===== config.mk =====
export PLATFORM = sky130hd
export DESIGN_NAME = fault_escalator
export DESIGN_NICKNAME = d
export VERILOG_FILES = /design/src/rtl/fault_escalator.sv
export SDC_FILE = /design/constraint.sdc
export NUM_CORES = 1
export LEC_CHECK = 0
export BUFFER_PORTS_ARGS = -buffer_cell sky130_fd_sc_hd__buf_2
export CORE_AREA = 5 5 117 119
export DETAILED_ROUTE_END_ITERATION = 16
export DIE_AREA = 0 0 122 124
export PLACE_DENSITY = 0.73
export SLEW_MARGIN = 20
export SYNTH_ARGS = -nofsm -noshare
export SYNTH_HDL_FRONTEND = slang
export SYNTH_SLANG_ARGS = --single-unit

===== constraint.sdc =====
create_clock -name clk -period 1.35 [get_ports clk]
set_clock_uncertainty 0.05 [all_clocks]
set_input_delay 0.0675 -clock clk [delete_from_list [all_inputs] [get_ports clk]]
set_output_delay 0.0675 -clock clk [all_outputs]
set_load 0.03 [all_outputs]

===== src/rtl/fault_escalator.sv =====
module fault_escalator #(
  parameter int AW  = 32,
  parameter int RAW = 3
) (
  input  logic           clk,
  input  logic           rst_n,
  input  logic           ev_undef,
  input  logic           ev_badstate,
  input  logic           ev_badret,
  input  logic           ev_copro,
  input  logic           ev_unalign,
  input  logic           ev_divzero,
  input  logic           ev_iacc,
  input  logic           ev_dacc,
  input  logic [AW-1:0]  ev_dacc_addr,
  input  logic           ev_unstk,
  input  logic           ev_stk,
  input  logic           ev_buserr,
  input  logic           ev_scs_unpriv,
  input  logic           tgt_valid,
  input  logic           tgt_lsb,
  input  logic           reg_wr,
  input  logic           reg_priv,
  input  logic [RAW-1:0] reg_addr,
  input  logic [31:0]    reg_wdata,
  output logic [31:0]    reg_rdata,
  output logic           exc_valid,
  output logic [7:0]     exc_num
);

  localparam logic [RAW-1:0] A_USTAT = RAW'(0);
  localparam logic [RAW-1:0] A_MSTAT = RAW'(1);
  localparam logic [RAW-1:0] A_BSTAT = RAW'(2);
  localparam logic [RAW-1:0] A_FADDR = RAW'(3);
  localparam logic [RAW-1:0] A_TRAP  = RAW'(4);
  localparam logic [RAW-1:0] A_ENAB  = RAW'(5);

  localparam int U_UNDEF = 0, U_STATE = 1, U_RET = 2, U_COP = 3, U_ALIGN = 8, U_DIVZ = 9;
  localparam int M_IACC = 0, M_DACC = 1, M_UNSTK = 3, M_STK = 4, M_AVALID = 7;
  localparam int B_ERR = 0;
  localparam int T_DIVZ = 4;
  localparam int E_MEM = 16, E_BUS = 17, E_USE = 18;

  localparam logic [7:0] X_HARD = 8'd3, X_MEM = 8'd4, X_BUS = 8'd5, X_USE = 8'd6;

  logic [31:0]   us_q, ms_q, bs_q;
  logic [AW-1:0] fa_q;
  logic          trap_q;
  logic          en_mem_q, en_bus_q, en_use_q;

  logic          wr_ok, wr_bad;
  logic [31:0]   us_set, ms_set, bs_set;
  logic [31:0]   us_clr, ms_clr, bs_clr;
  logic          mem_hit, bus_hit, use_hit, hard_hit;
  logic          fa_load;

  assign wr_ok  = reg_wr &  reg_priv;
  assign wr_bad = reg_wr & ~reg_priv;

  assign us_clr = (wr_ok && reg_addr == A_USTAT) ? reg_wdata : '0;
  assign ms_clr = (wr_ok && reg_addr == A_MSTAT) ? reg_wdata : '0;
  assign bs_clr = (wr_ok && reg_addr == A_BSTAT) ? reg_wdata : '0;

  always_comb begin
    us_set = '0;
    us_set[U_UNDEF] = ev_undef;
    us_set[U_STATE] = ev_badstate | (tgt_valid & ~tgt_lsb);
    us_set[U_RET]   = ev_badret;
    us_set[U_COP]   = ev_copro;
    us_set[U_ALIGN] = ev_unalign;
    us_set[U_DIVZ]  = ev_divzero & trap_q;
    ms_set = '0;
    ms_set[M_IACC]   = ev_iacc;
    ms_set[M_DACC]   = ev_dacc;
    ms_set[M_UNSTK]  = ev_unstk;
    ms_set[M_STK]    = ev_stk;
    ms_set[M_AVALID] = ev_dacc;
    bs_set = '0;
    bs_set[B_ERR] = ev_buserr;
  end

  assign mem_hit  = |ms_set;
  assign bus_hit  = |bs_set;
  assign use_hit  = |us_set;
  assign hard_hit = wr_bad | ev_scs_unpriv
                  | (mem_hit & ~en_mem_q)
                  | (bus_hit & ~en_bus_q)
                  | (use_hit & ~en_use_q);

  assign fa_load = ev_dacc & (~ms_q[M_AVALID] | ms_clr[M_AVALID]);

  always_ff @(posedge clk or negedge rst_n) begin
    if (!rst_n) begin
      us_q <= '0;
      ms_q <= '0;
      bs_q <= '0;
      fa_q <= '0;
    end else begin
      us_q <= (us_q & ~us_clr) | us_set;
      ms_q <= (ms_q & ~ms_clr) | ms_set;
      bs_q <= (bs_q & ~bs_clr) | bs_set;
      if (fa_load) fa_q <= ev_dacc_addr;
    end
  end

  always_ff @(posedge clk or negedge rst_n) begin
    if (!rst_n) begin
      trap_q   <= 1'b0;
      en_mem_q <= 1'b0;
      en_bus_q <= 1'b0;
      en_use_q <= 1'b0;
    end else if (wr_ok) begin
      if (reg_addr == A_TRAP) trap_q <= reg_wdata[T_DIVZ];
      if (reg_addr == A_ENAB) begin
        en_mem_q <= reg_wdata[E_MEM];
        en_bus_q <= reg_wdata[E_BUS];
        en_use_q <= reg_wdata[E_USE];
      end
    end
  end

  always_ff @(posedge clk or negedge rst_n) begin
    if (!rst_n) begin
      exc_valid <= 1'b0;
      exc_num   <= '0;
    end else begin
      exc_valid <= hard_hit | mem_hit | bus_hit | use_hit;
      exc_num   <= hard_hit ? X_HARD :
                   mem_hit  ? X_MEM  :
                   bus_hit  ? X_BUS  :
                   use_hit  ? X_USE  : 8'd0;
    end
  end

  always_comb begin
    reg_rdata = '0;
    case (reg_addr)
      A_USTAT: reg_rdata = us_q;
      A_MSTAT: reg_rdata = ms_q;
      A_BSTAT: reg_rdata = bs_q;
      A_FADDR: reg_rdata = 32'(fa_q);
      A_TRAP:  reg_rdata[T_DIVZ] = trap_q;
      A_ENAB: begin
        reg_rdata[E_MEM] = en_mem_q;
        reg_rdata[E_BUS] = en_bus_q;
        reg_rdata[E_USE] = en_use_q;
      end
      default: reg_rdata = '0;
    endcase
  end

  p_num_range_r8: assert property (@(posedge clk) disable iff (!rst_n)
    exc_valid |-> (exc_num >= X_HARD && exc_num <= X_USE));

  p_idle_zero_r6: assert property (@(posedge clk) disable iff (!rst_n)
    !exc_valid |-> exc_num == 8'd0);

  p_unpriv_hard_r11: assert property (@(posedge clk) disable iff (!rst_n)
    (reg_wr && !reg_priv) |=> (exc_valid && exc_num == X_HARD));

  p_bus_escalate_r7: assert property (@(posedge clk) disable iff (!rst_n)
    (ev_buserr && !en_bus_q) |=> (exc_valid && exc_num == X_HARD));

  p_divz_gate_r3: assert property (@(posedge clk) disable iff (!rst_n)
    (ev_divzero && !trap_q && !(wr_ok && reg_addr == A_USTAT)) |=> us_q[U_DIVZ] == $past(us_q[U_DIVZ]));

  p_sticky_r9: assert property (@(posedge clk) disable iff (!rst_n)
    !(wr_ok && reg_addr == A_USTAT) |=> (us_q & $past(us_q)) == $past(us_q));

  p_addr_hold_r10: assert property (@(posedge clk) disable iff (!rst_n)
    (ms_q[M_AVALID] && !(wr_ok && reg_addr == A_MSTAT)) |=> fa_q == $past(fa_q));

  p_event_wins_r9: assert property (@(posedge clk) disable iff (!rst_n)
    ev_buserr |=> bs_q[B_ERR]);

endmodule


==> Yosys cells after proc, flatten, opt, wreduce, memory -nomap -nowiden <==
Cells that the tools add are included.
W data, S select, Z words.
{ "totals": {"reg_bits": 136, "input_bits": 85, "out_inout_bits": 41} }
{ "op_classes": {"eq_ne": 5, "n_mux": 12, "bitwise_logic": 32, "reduce_logical": 8} }
{ "op_table": {"columns": ["operator", "count"], "rows": [
  ["$and A32 B32 Y32", 3],
  ["$mux W32", 3],
  ["$not A32 Y32", 3],
  ["$pmux W13 S4", 1],
  ["$pmux W11 S4", 1],
  ["$or A32 B1 Y32", 1],
  ["$or A32 B10 Y32", 1],
  ["$or A32 B8 Y32", 1],
  ["$pmux W4 S4", 1],
  ["$pmux W3 S5", 1],
  ["$mux W3", 4],
  ["$or A1 B1 Y1", 9],
  ["$and A1 B1 Y1", 8],
  ["$eq A3 B2 Y1 const B", 2],
  ["$eq A3 B3 Y1 const B", 2],
  ["$not A1 Y1", 6],
  ["$reduce_or A6 Y1", 1],
  ["$pmux W1 S5", 1],
  ["$reduce_and A2 Y1", 2],
  ["$reduce_or A4 Y1", 1],
  ["$eq A3 B1 Y1 const B", 1],
  ["$logic_and A1 B1 Y1", 3],
  ["$logic_not A3 Y1", 1]
]} }

==> Longest topological paths before layout <==
Gate-level depths: netlist (run 1).
{ "depth": {"depth_word": 9, "mapped_depth": 6, "ltp_nobuf": 3} }

==> Worst setup path before layout (run 1) <==
Ideal clock, no wire load.
{ "synth_path": {"path_kind": "input-to-output", "startpoint": "input port reg_addr[0]", "endpoint": "output port reg_rdata[10]", "arrival_time_ns": 1.366, "t_required_ns": 1.233, "setup_slack_ns": -0.133, "path_stages": 4, "path_buffers": 2, "cell_sequence": "buf_2 -> buf_2 -> mux4_2 -> nor2b_1"} }
{ "synth_via": {"elab_chain_cells": 2} }
{ "synth_rtl": {"columns": ["element", "line_no", "source"], "rows": [
  ["start: declaration", "24", "input logic [RAW-1:0] reg_addr,"],
  ["$eq A3 B2 Y1, or another cell as far along", "137", "case (reg_addr)"],
  ["$pmux W11 S4 (*)", "137", null],
  ["end: declaration", "26", "output logic [31:0] reg_rdata,"]
]} }
Mark *: on every way between the ends. The rest lies on a longest branch, timed or not.

==> Worst setup path in the final report (run 1) <==
{ "layout_path": {"startpoint": "register fa_q[4]", "endpoint": "output port reg_rdata[4]"} }
{ "layout_via": {"elab_chain_cells": 1} }
{ "layout_rtl": {"columns": ["element", "line_no", "source"], "rows": [
  ["start: declaration", "47", "logic [AW-1:0] fa_q;"],
  ["start signal: assignment", "102", "if (fa_load) fa_q <= ev_dacc_addr;"],
  ["$pmux W1 S5", "137", null]
]} }
Every way passes these cells.

==> impl_metrics.ini, run 1 <==
[synthesis]
synthCells = 419
yosysWarnings = 0
synth_seq_cells = 136
syn_area_per_cell_um2 = 14.2
yosys.area.top_type_share = 0.572
synthTopCellsByArea = dfrtp_1 57%, mux4_2 11%, a21boi_0 11%
syn_area_mm2 = 0.00595
synth_seq_area_share = 0.572
yosys.area.top_type = dfrtp_1
ys_types = 45

[sta]
setup_violations = 65
period_minus_slack_ns = 1.88
timing.final.crit_share = 1.39
worst_slack_ns = -0.529
fmax_mhz = 532
fin_tns_setup_ns = -14.77
whs_ns = 0.00886
grt_setup_unrepaired = true
finalMaxSlewViolations = 0
finalHoldViolCount = 0

[cells_and_area]
syn_to_final_growth_pct = 53.0
fin_util = 0.731
fin_area_mm2 = 0.00911
nNetsFinal = 763
insertedDiodeCount = 0
drive_gt1_frac = 0.457

[worst_setup_path]
slowest_stage = mux4_2
path_cells = mux4_2, nor2b_4, a31o_4, buf_6
cp-end-kind = primary output
slowest_delay_ns = 0.47
startpoint_type = flop
critical_path_arrival_ns = 1.76
crit_type = reg -> out
worstPathRequired_ns = 1.23
cp_top_family = multiplexers
worstPathMaxFanout = 2
cp.buffers_inverters = 1

[detailed_routing]
drt-total-wl_um = 17700
wl_met3_um = 822
drt_iter0_markers = 375
met2RoutedLength_um = 9280
ant_nets = 0
vias_per_cell = 5.43
drc = 0
routed.top_layer = met4
wl_met1_um = 7100
vias = 4682
detail_route.wl_per_cell_um = 20.5
dr.pass1.iters = 5

[run]
drv_cap = 0

[global_route]
antenna_found_initial = 0
grt.total_usage = 0.239
grt_max_degree = 38
grt_pass1_wl_um = 27200
grt_pass1_vias = 5186
grt_overflow = 0

[cts]
clockBufferDepth = 2
cts.sinks = 136
clk_pin_slew_ns = 0.06
root_buffer = clkbuf_16
clock_latency_ns = 0.42
cts_buffers = 17
cts.htree.levels = 4
cts_tree = built

[die]
die_area_mm2 = 0.0151
die_width_um = 122
rows = 41
start_util = 0.477
die_h_um = 124
core_area_mm2 = 0.0125
num_io_pins = 126

[placement]
routabilityCongestion = 0.800
numPortBuffers = 120
dpl_cell_area_mm2 = 0.00707
hpwl_um = 10600

[hold_path]
hold_path.class = in -> reg

[run_status]
failed_checks = setup timing
outcome = finished with violations

[power_and_ir_drop]
vdd_drop_max_mv = 0.902
power_w = 0.0109
p_int_w = 0.00822
p_leak_nw = 4.19
p_sw_w = 0.00266
seqPwrFrac = 0.416
pwr-share-comb = 0.167
power_density_mw_per_mm2 = 1200
clkPwrFrac = 0.417
swShare = 0.245
## flip-flops by register name, indices dropped and copies added, names as in the netlist, 3 cells and up
signal,cells
bs_q,32
exc_num,3
fa_q,32
ms_q,32
us_q,32
## power groups by stage
stage	Combinational [W]	Sequential [W]	Clock, W
6_report	0.00181	0.00453	0.00454
3_5_place_dp	0.00118	0.00459	0
5_1_grt	0.00193	0.00455	0.00478
4_1_cts	0.00155	0.00451	0.00460
2_1_floorplan	0.000705	0.00452	0
3_3_place_gp	0.00115	0.00457	0
## layer usage
layer	up-vias	track usage
met2	179	0.413
met3	32	0.0495
met4	0	0.106
met5	-	0
li1	2055	-
met1	2416	0.292
## worst reg2reg max path, cell delays in order, from the launching register on
cell and delay [ns]:
dfrtp_1 0.36, inv_2 0.05, a32o_2 0.31, buf_6 0.16
clkbuf_16 0.15, mux2_4 0.29
## layout by cell type (no fill, tap or decap), types with 3 or more instances in the layout
| cell | n |
|---|---|
| mux2_2 | 6 |
| dfrtp_1 | 136 |
| nor2b_2 | 14 |
| clkbuf_16 | 18 |
| nor2_1 | 3 |
| clkinv_2 | 6 |
| mux4_2 | 30 |
| buf_6 | 23 |
| o21ai_1 | 3 |
| conb_1 | 5 |
| a21boi_0 | 84 |
| dlygate4sd3_1 | 81 |
| buf_12 | 11 |
| nand3_1 | 11 |
| a21o_1 | 8 |
| nor2b_1 | 14 |
| buf_2 | 87 |
| inv_1 | 4 |
| mux2_4 | 32 |
| buf_4 | 60 |
| a22o_1 | 3 |
| clkinvlp_4 | 4 |
## metrics by stage
step	setup slack, ns	std cells
after global routing	-0.573	863
after floorplan	-0.0280	423
final	-0.529	863
after detailed placement	-0.170	720
after CTS	-0.576	849
after global placement	-0.137	720
## worst paths after layout
check	startpoint	endpoint	slack, ns	cells past startpoint
worst max-delay path	fa_q[4]	reg_rdata[4]	-0.53	4
worst max register to register	ms_q[7]	fa_q[22]	-0.14	5
max in group asynchronous	rst_n	ms_q[26]	0.63	3
worst min-delay path	ev_stk	exc_valid	0.009	4
worst min register to register	ms_q[4]	ms_q[4]	0.44	1
min in group asynchronous	rst_n	fa_q[14]	0.08	2
## Yosys cell counts (all sizes together)
library cell and n:
inv 6, and3 1, a21o 9, a31o 1
or3 1, o311a 1, o21ai 3, a31oi 1
a32o 1, or4 1, nand2 2, nand3 11
mux2 38, nand2b 1, and2 3, o21a 1
o211ai 2, mux2i 2, o22ai 1, dfrtp 136
nand4b 1, a2111oi 1, nor2b 30, conb 1
nand3b 2, buf 15, a41o 1, nor4 1
nor2 4, mux4 30, or2b 1, a21boi 84
and2b 2, and4 1, or2 1, and3b 2
nand4 1, clkbuf 16, a22o 3
## repair_timing
item / in CTS / in global routing
cloned: 3 / 1
pin swaps: 2 / 5
setup buffers: 12 / 18
hold endpoints to repair: 272 / 1
hold buffers: 83 / 1
gates resized for setup: 65 / 52
setup endpoints to repair: 54 / 71
## cell families (layout without fill, tap and decap cells)
group / Yosys count / in the layout / share of synthesized area
flops: 136 / 136 / 0.572
compound gates: 109 / 109 / 0.142
mux: 70 / 70 / 0.189
simple gates: 66 / 66 / 0.0687
buf+inv: 37 / 305 / 0.0284
other cells: 1 / 5 / 0.000630
## final cells by class
| type | instances | area, um^2 |
|---|---|---|
| Clock buffer | 19 | 453 |
| Clock inverter | 13 | 129 |
| Fill cell | 774 | 3360 |
| Inverter | 6 | 22.5 |
| Multi-Input combinational cell | 250 | 2600 |
| Sequential cell | 136 | 3400 |
| Tap cell | 172 | 215 |
| Timing Repair Buffer | 267 | 2290 |
Note: power is estimated with default switching activity, not from simulation.
==> run 2: changes to the inputs <==
--- a/config.mk
+++ b/config.mk
@@ -6,10 +6,10 @@
 export NUM_CORES = 1
 export LEC_CHECK = 0
 export BUFFER_PORTS_ARGS = -buffer_cell sky130_fd_sc_hd__buf_2
-export CORE_AREA = 5 5 117 119
+export CORE_AREA = 5 5 111 113
 export DETAILED_ROUTE_END_ITERATION = 16
-export DIE_AREA = 0 0 122 124
-export PLACE_DENSITY = 0.73
+export DIE_AREA = 0 0 116 118
+export PLACE_DENSITY = 0.77
 export SLEW_MARGIN = 20
 export SYNTH_ARGS = -nofsm -noshare
 export SYNTH_HDL_FRONTEND = slang
==> constraint.sdc (replaced) <==
create_clock -name clk -period 2.3 [get_ports clk]
set_clock_uncertainty 0.05 [all_clocks]
set_input_delay 0.115 -clock clk [delete_from_list [all_inputs] [get_ports clk]]
set_output_delay 0.115 -clock clk [all_outputs]
set_load 0.03 [all_outputs]
==> run 2 against run 1 <==
  * The run now ends clean
  * Sequential cell count did not move
  * First-iteration DRC count fell by 22%
  * Non-clock buffer count fell by 43
  * Worst setup slack improved by 0.61 ns
  * Worst hold slack improved by 0.11 ns
  * Critical endpoint is now exc_valid
==> impl_metrics.ini, run 2 (synthesis gave the netlist of run 1 again) <==
[cts]
cts.sinks = 136
clock_latency_ns = 0.41
cts_tree = built
root_buffer = clkbuf_16
cts_buffers = 17
ctsResizeCount = 0
clockBufferDepth = 2
clk_pin_slew_ns = 0.06
cts.htree.levels = 4

[worst_setup_path]
reg2reg_depth = 4
slowest_delay_ns = 0.59
startpoint_type = input port
crit_type = in -> reg
critical_path_arrival_ns = 2.46
path_cells = dlygate4sd3_1, buf_2, or4_4, a2111oi_4, nand3_1, dlygate4sd3_1
cp-end-kind = flop
worstPathRequired_ns = 2.54
slowest_stage = or4_4
critPathMostFrequentCell = dlygate4sd3_1
worstPathMaxFanout = 5

[sta]
fin_tns_setup_ns = 0
setup_violations = 0
worst_slack_ns = 0.0839
max-slew-margin-rel = 0.564
timing.final.crit_share = 0.964
period_minus_slack_ns = 2.22
finalMaxSlewViolations = 0
grt_setup_unrepaired = false
finalHoldViolCount = 0
fmax_mhz = 451
worst_pin_slew_ns = 0.654

[global_route]
grt_max_degree = 72
grt_overflow = 0
antenna_found_initial = 1
grt.total_usage = 0.245
grt_pass1_wl_um = 25800
grt_pass1_vias = 4895

[cells_and_area]
stdcell_count = 792
nNetsFinal = 720
final_common_cell = dfrtp_1
fin_util = 0.740
final_cell_mix = 136 x dfrtp_1, 119 x buf_2, 85 x dlygate4sd3_1, 84 x a21boi_0, 37 x mux2_2
syn_to_final_growth_pct = 39.5
drive_gt1_frac = 0.380

[detailed_routing]
drc = 0
detail_route.wl_per_cell_um = 20.1
dr.pass1.iters = 5
drt-total-wl_um = 15900
vias = 4479
drt_iter0_markers = 294
ant_nets = 0
vias_per_cell = 5.66

[power_and_ir_drop]
p_leak_nw = 3.85
vdd_drop_max_mv = 0.545
power_w = 0.00652
power_density_mw_per_mm2 = 785

[placement]
routabilityCongestion = 0.829
place_inst = 672
hpwl_um = 9720
dp_worst_setup_slack_ns = 0.531
numPortBuffers = 120

[hold_path]
hold_path_depth = 4
hold_path.class = in -> reg

[run]
drv_cap = 0

[die]
start_util = 0.530
num_io_pins = 126
rows = 39
die_h_um = 118
core_area_mm2 = 0.0112
die_width_um = 116
die_area_mm2 = 0.0137

[run_status]
outcome = complete, no violations
-- run 2: routing by layer --
layer,track usage,share of wire,up-vias
met5,0,0,-
met4,0.107,0.026,0
met3,0.0478,0.058,33
met2,0.401,0.51,174
met1,0.317,0.40,2314
li1,-,-,1958
-- run 2: final cells by class --
| cell class | count | area, um^2 |
|---|---|---|
| fillers | 679 | 2920 |
| flip-flops and latches | 136 | 3400 |
| multi-input cells | 250 | 2390 |
| clock inverters | 14 | 248 |
| clock buffers | 18 | 429 |
| inverters | 6 | 22.5 |
| repair buffers | 224 | 1630 |
| well taps | 143 | 179 |
| diodes | 1 | 2.50 |
-- run 2: path summary, 6_finish.rpt --
path | from | end | slack (ns)
setup / recovery | ev_dacc | exc_valid | 0.08
min in group asynchronous | rst_n | ms_q[14] | 0.24
setup reg to reg | en_bus_q | exc_valid | 0.52
max in group asynchronous | rst_n | bs_q[29] | 1.23
hold / removal | reg_wr | exc_num[0] | 0.12
hold reg to reg | us_q[2] | us_q[2] | 0.43
-- run 2: power by group --
group	internal [W]	total [W]	switching [W]
Clock	0.00204	0.00310	0.00106
Sequential	0.00255	0.00265	0.0000971
Combinational	0.000404	0.000771	0.000366
-- run 2: repair_timing --
action                                 in CTS  in global routing
hold buffers                               85                  0
setup endpoints to repair                   0                  1
endpoints found under the hold margin     205                  0
setup buffers                               0                  2
-- run 2: critical path, delay by kind of cell --
family / cells / cell delay [ns]
compound gates: 1 / 0.37
simple gates: 2 / 0.70
buf+inv: 3 / 1.26
-- run 2: through the flow --
stage	cell area [um^2]	hold WS [ns]
after floorplan	5970	-0.231
after global placement	6760	0.109
after detailed placement	6760	0.124
after CTS	8290	0.0949
after global routing	8300	0.140
final	8300	0.117
==> run 3: changes to the inputs <==
--- a/config.mk
+++ b/config.mk
@@ -5,11 +5,12 @@
 export SDC_FILE = /design/constraint.sdc
 export NUM_CORES = 1
 export LEC_CHECK = 0
+export ABC_AREA = 1
 export BUFFER_PORTS_ARGS = -buffer_cell sky130_fd_sc_hd__buf_2
-export CORE_AREA = 5 5 111 113
+export CORE_AREA = 5 5 85 146
 export DETAILED_ROUTE_END_ITERATION = 16
-export DIE_AREA = 0 0 116 118
-export PLACE_DENSITY = 0.77
+export DIE_AREA = 0 0 90 151
+export PLACE_DENSITY = 0.78
 export SLEW_MARGIN = 20
 export SYNTH_ARGS = -nofsm -noshare
 export SYNTH_HDL_FRONTEND = slang
==> run 3 against run 2 <==
  * Total power grew 3.7%
  * Synthesized area grew 0.23%
  * Clock-buffer cell count did not move
  * Critical path depth is 3 higher
  * Critical path type unchanged
  * Largest power group unchanged
  * Highest routed layer unchanged
==> impl_metrics.ini, run 3 <==
[die]
rows = 51
die_width_um = 90
num_io_pins = 126
die_area_mm2 = 0.0136
die_h_um = 151
core_area_mm2 = 0.0110
start_util = 0.540

[global_route]
grt_pass1_wl_um = 29400
grt.total_usage = 0.272
grt_max_degree = 69
grt_pass1_vias = 6244
grt_overflow = 0
antenna_found_initial = 0

[worst_setup_path]
slowest_stage = dlygate4sd3_1
worstPathMaxFanout = 20
cp-end-kind = flop
reg2reg_depth = 4
critical_path_arrival_ns = 2.19
worst-r2r-setup-slack_ns = 0.88
cp.buffers_inverters = 4
critPathMostFrequentCell = nand2_1
cp_top_family = buffers and inverters
r2r-start = ms_q[7]
path_cells = buf_2, inv_1, nand2_1, nor2_4, nand2_1, buf_4, o21ai_0, nand2_1, dlygate4sd3_1
crit_type = in -> reg
startpoint_type = input port
regToRegEndpoint = fa_q[14]
slowest_delay_ns = 0.57
worstPathRequired_ns = 2.55

[synthesis]
yosys.area.top_type = dfrtp_1
synth.area.mux_share = 0
synthSimpleGateAreaFrac = 0.187
yosysWarnings = 0
synthCells = 705
synthTopCellsByArea = dfrtp_1 57%, nand2_1 12%, inv_1 8.6%
syn_area_per_cell_um2 = 8.46
syn_area_mm2 = 0.00597
synth-xor-area-share = 0
yosys.area.top_type_share = 0.570
synth.cells.most_frequent = 197 x nand2_1, 136 x dfrtp_1, 136 x inv_1
yosysMostFrequentCell = nand2_1
synth_adder_area_share = 0
synthArstFlopShare = 1.00
synth_seq_area_share = 0.570
synth_top_family_by_area = simple AND/OR/NAND/NOR gates
synth_compound_area_frac = 0.124
synth_seq_cells = 136
synth_edf_count = 0
ys.flop_type = dfrtp_1
ys_types = 23

[sta]
worst_pin_slew_ns = 0.593
period_minus_slack_ns = 1.94
fin_tns_setup_ns = 0
grt_setup_unrepaired = false
worst_slack_ns = 0.364
max-slew-margin-rel = 0.605
fmax_mhz = 517
finalHoldViolCount = 0
timing.final.crit_share = 0.842
finalMaxSlewViolations = 0
setup_violations = 0

[power_and_ir_drop]
p_leak_nw = 4.60
power_density_mw_per_mm2 = 832
vdd_drop_max_mv = 0.676

[detailed_routing]
drt_iter0_markers = 362
detail_route.wl_per_cell_um = 16.9
vias_per_cell = 5.42
vias = 5695
dr.pass1.iters = 5
drt-total-wl_um = 17800
drc = 0
ant_nets = 0

[cts]
cts_buffers = 17
cts_setup_buffers = 0
cts_tree = built
clockBufferDepth = 2
clock_latency_ns = 0.42
cts.sinks = 136
ctsResizeCount = 0
cts.htree.levels = 4
root_buffer = clkbuf_16
clk_pin_slew_ns = 0.06
ctsHoldBuffers = 78

[cells_and_area]
insertedDiodeCount = 0
fillerInstances = 786
drive_gt1_frac = 0.189
final_cell_mix = 197 x nand2_1, 136 x inv_1, 136 x dfrtp_1, 119 x buf_2, 78 x dlygate4sd3_1
final_common_cell = nand2_1
syn_to_final_growth_pct = 36.2
nNetsFinal = 991

[run]
drv_cap = 0

[placement]
routabilityCongestion = 0.870
dp_worst_setup_slack_ns = 0.479
numPortBuffers = 120
hpwl_um = 11100

[run_status]
outcome = complete, no violations

[hold_path]
min-delay-start = reg_wdata[8]
hold_path_depth = 4
min_to = bs_q[8]
hold_path.class = in -> reg
==> run 3: cell types whose count changed after synthesis, moves of 28 or more <==
| cell | before | now |
|---|---|---|
| a21boi_0 | 84 | 0 |
| a21oi_1 | 0 | 28 |
| inv_1 | 6 | 136 |
| mux2_2 | 37 | 0 |
| mux4_2 | 30 | 0 |
| nand2_1 | 2 | 197 |
| nand3_1 | 11 | 43 |
| nor2b_1 | 30 | 0 |
| o21ai_0 | 3 | 67 |
==> run 3: per-layer routing <==
metal / up-vias / global-route usage / routed length [um]
li1: 2607 / - / -
met1: 2757 / 0.296 / 6450
met2: 275 / 0.490 / 9520
met3: 56 / 0.0651 / 1170
met4: 0 / 0.141 / 624
met5: - / 0 / 0
==> run 3: cell type report <==
cell class / count / area [um^2] / area share
Sequential cell: 136 / 3400 / 0.419
Multi-Input combinational cell: 402 / 1870 / 0.231
Timing Repair Buffer: 213 / 1510 / 0.186
Inverter: 136 / 510 / 0.0628
Clock buffer: 18 / 439 / 0.0540
Clock inverter: 14 / 221 / 0.0273
Tap cell: 132 / 165 / 0.0203
==> run 3: cells by family after synthesis <==
family / count (synthesis)
flops: 136
buf+inv: 171
simple gates: 266
compound gates: 131
other cells: 1
==> run 3: tightest hold or removal path, cell delays in order <==
cell and delay, ns:
buf_2 0.09, inv_1 0.08, o21ai_0 0.10, inv_1 0.05
==> run 3: where the power goes <==
group,internal [W],switching (W)
combinational,0.000334,0.000576
sequential,0.00267,0.000134
clock,0.00196,0.00108
==> run 3: worst max-delay path by stage <==
| stage | start | to | slack (ns) | cells after the start |
|---|---|---|---|---|
| 2_1_floorplan | reg_addr[2] | reg_rdata[4] | 0.78 | 5 |
| 3_3_place_gp | reg_addr[1] | fa_q[28] | 0.56 | 9 |
| 3_5_place_dp | reg_addr[1] | fa_q[23] | 0.48 | 9 |
| 4_1_cts | reg_addr[1] | ms_q[3] | 0.44 | 9 |
| 5_1_grt | reg_addr[1] | ms_q[3] | 0.22 | 9 |
| 6_report | reg_addr[1] | ms_q[3] | 0.36 | 9 |
==> run 3: stage by stage <==
step           instance area, um^2  hold slack [ns]  instances  power, W   util
2_1_floorplan                 5980           -0.231        709   0.00330      -
3_3_place_gp                  6690          -0.0308        941   0.00359  0.606
5_1_grt                       8130           0.0333       1051   0.00701  0.736
3_5_place_dp                  6690          -0.0227        941   0.00363  0.606
4_1_cts                       8130          0.00232       1051   0.00675  0.736
6_report                      8130          0.00200       1051   0.00676  0.736
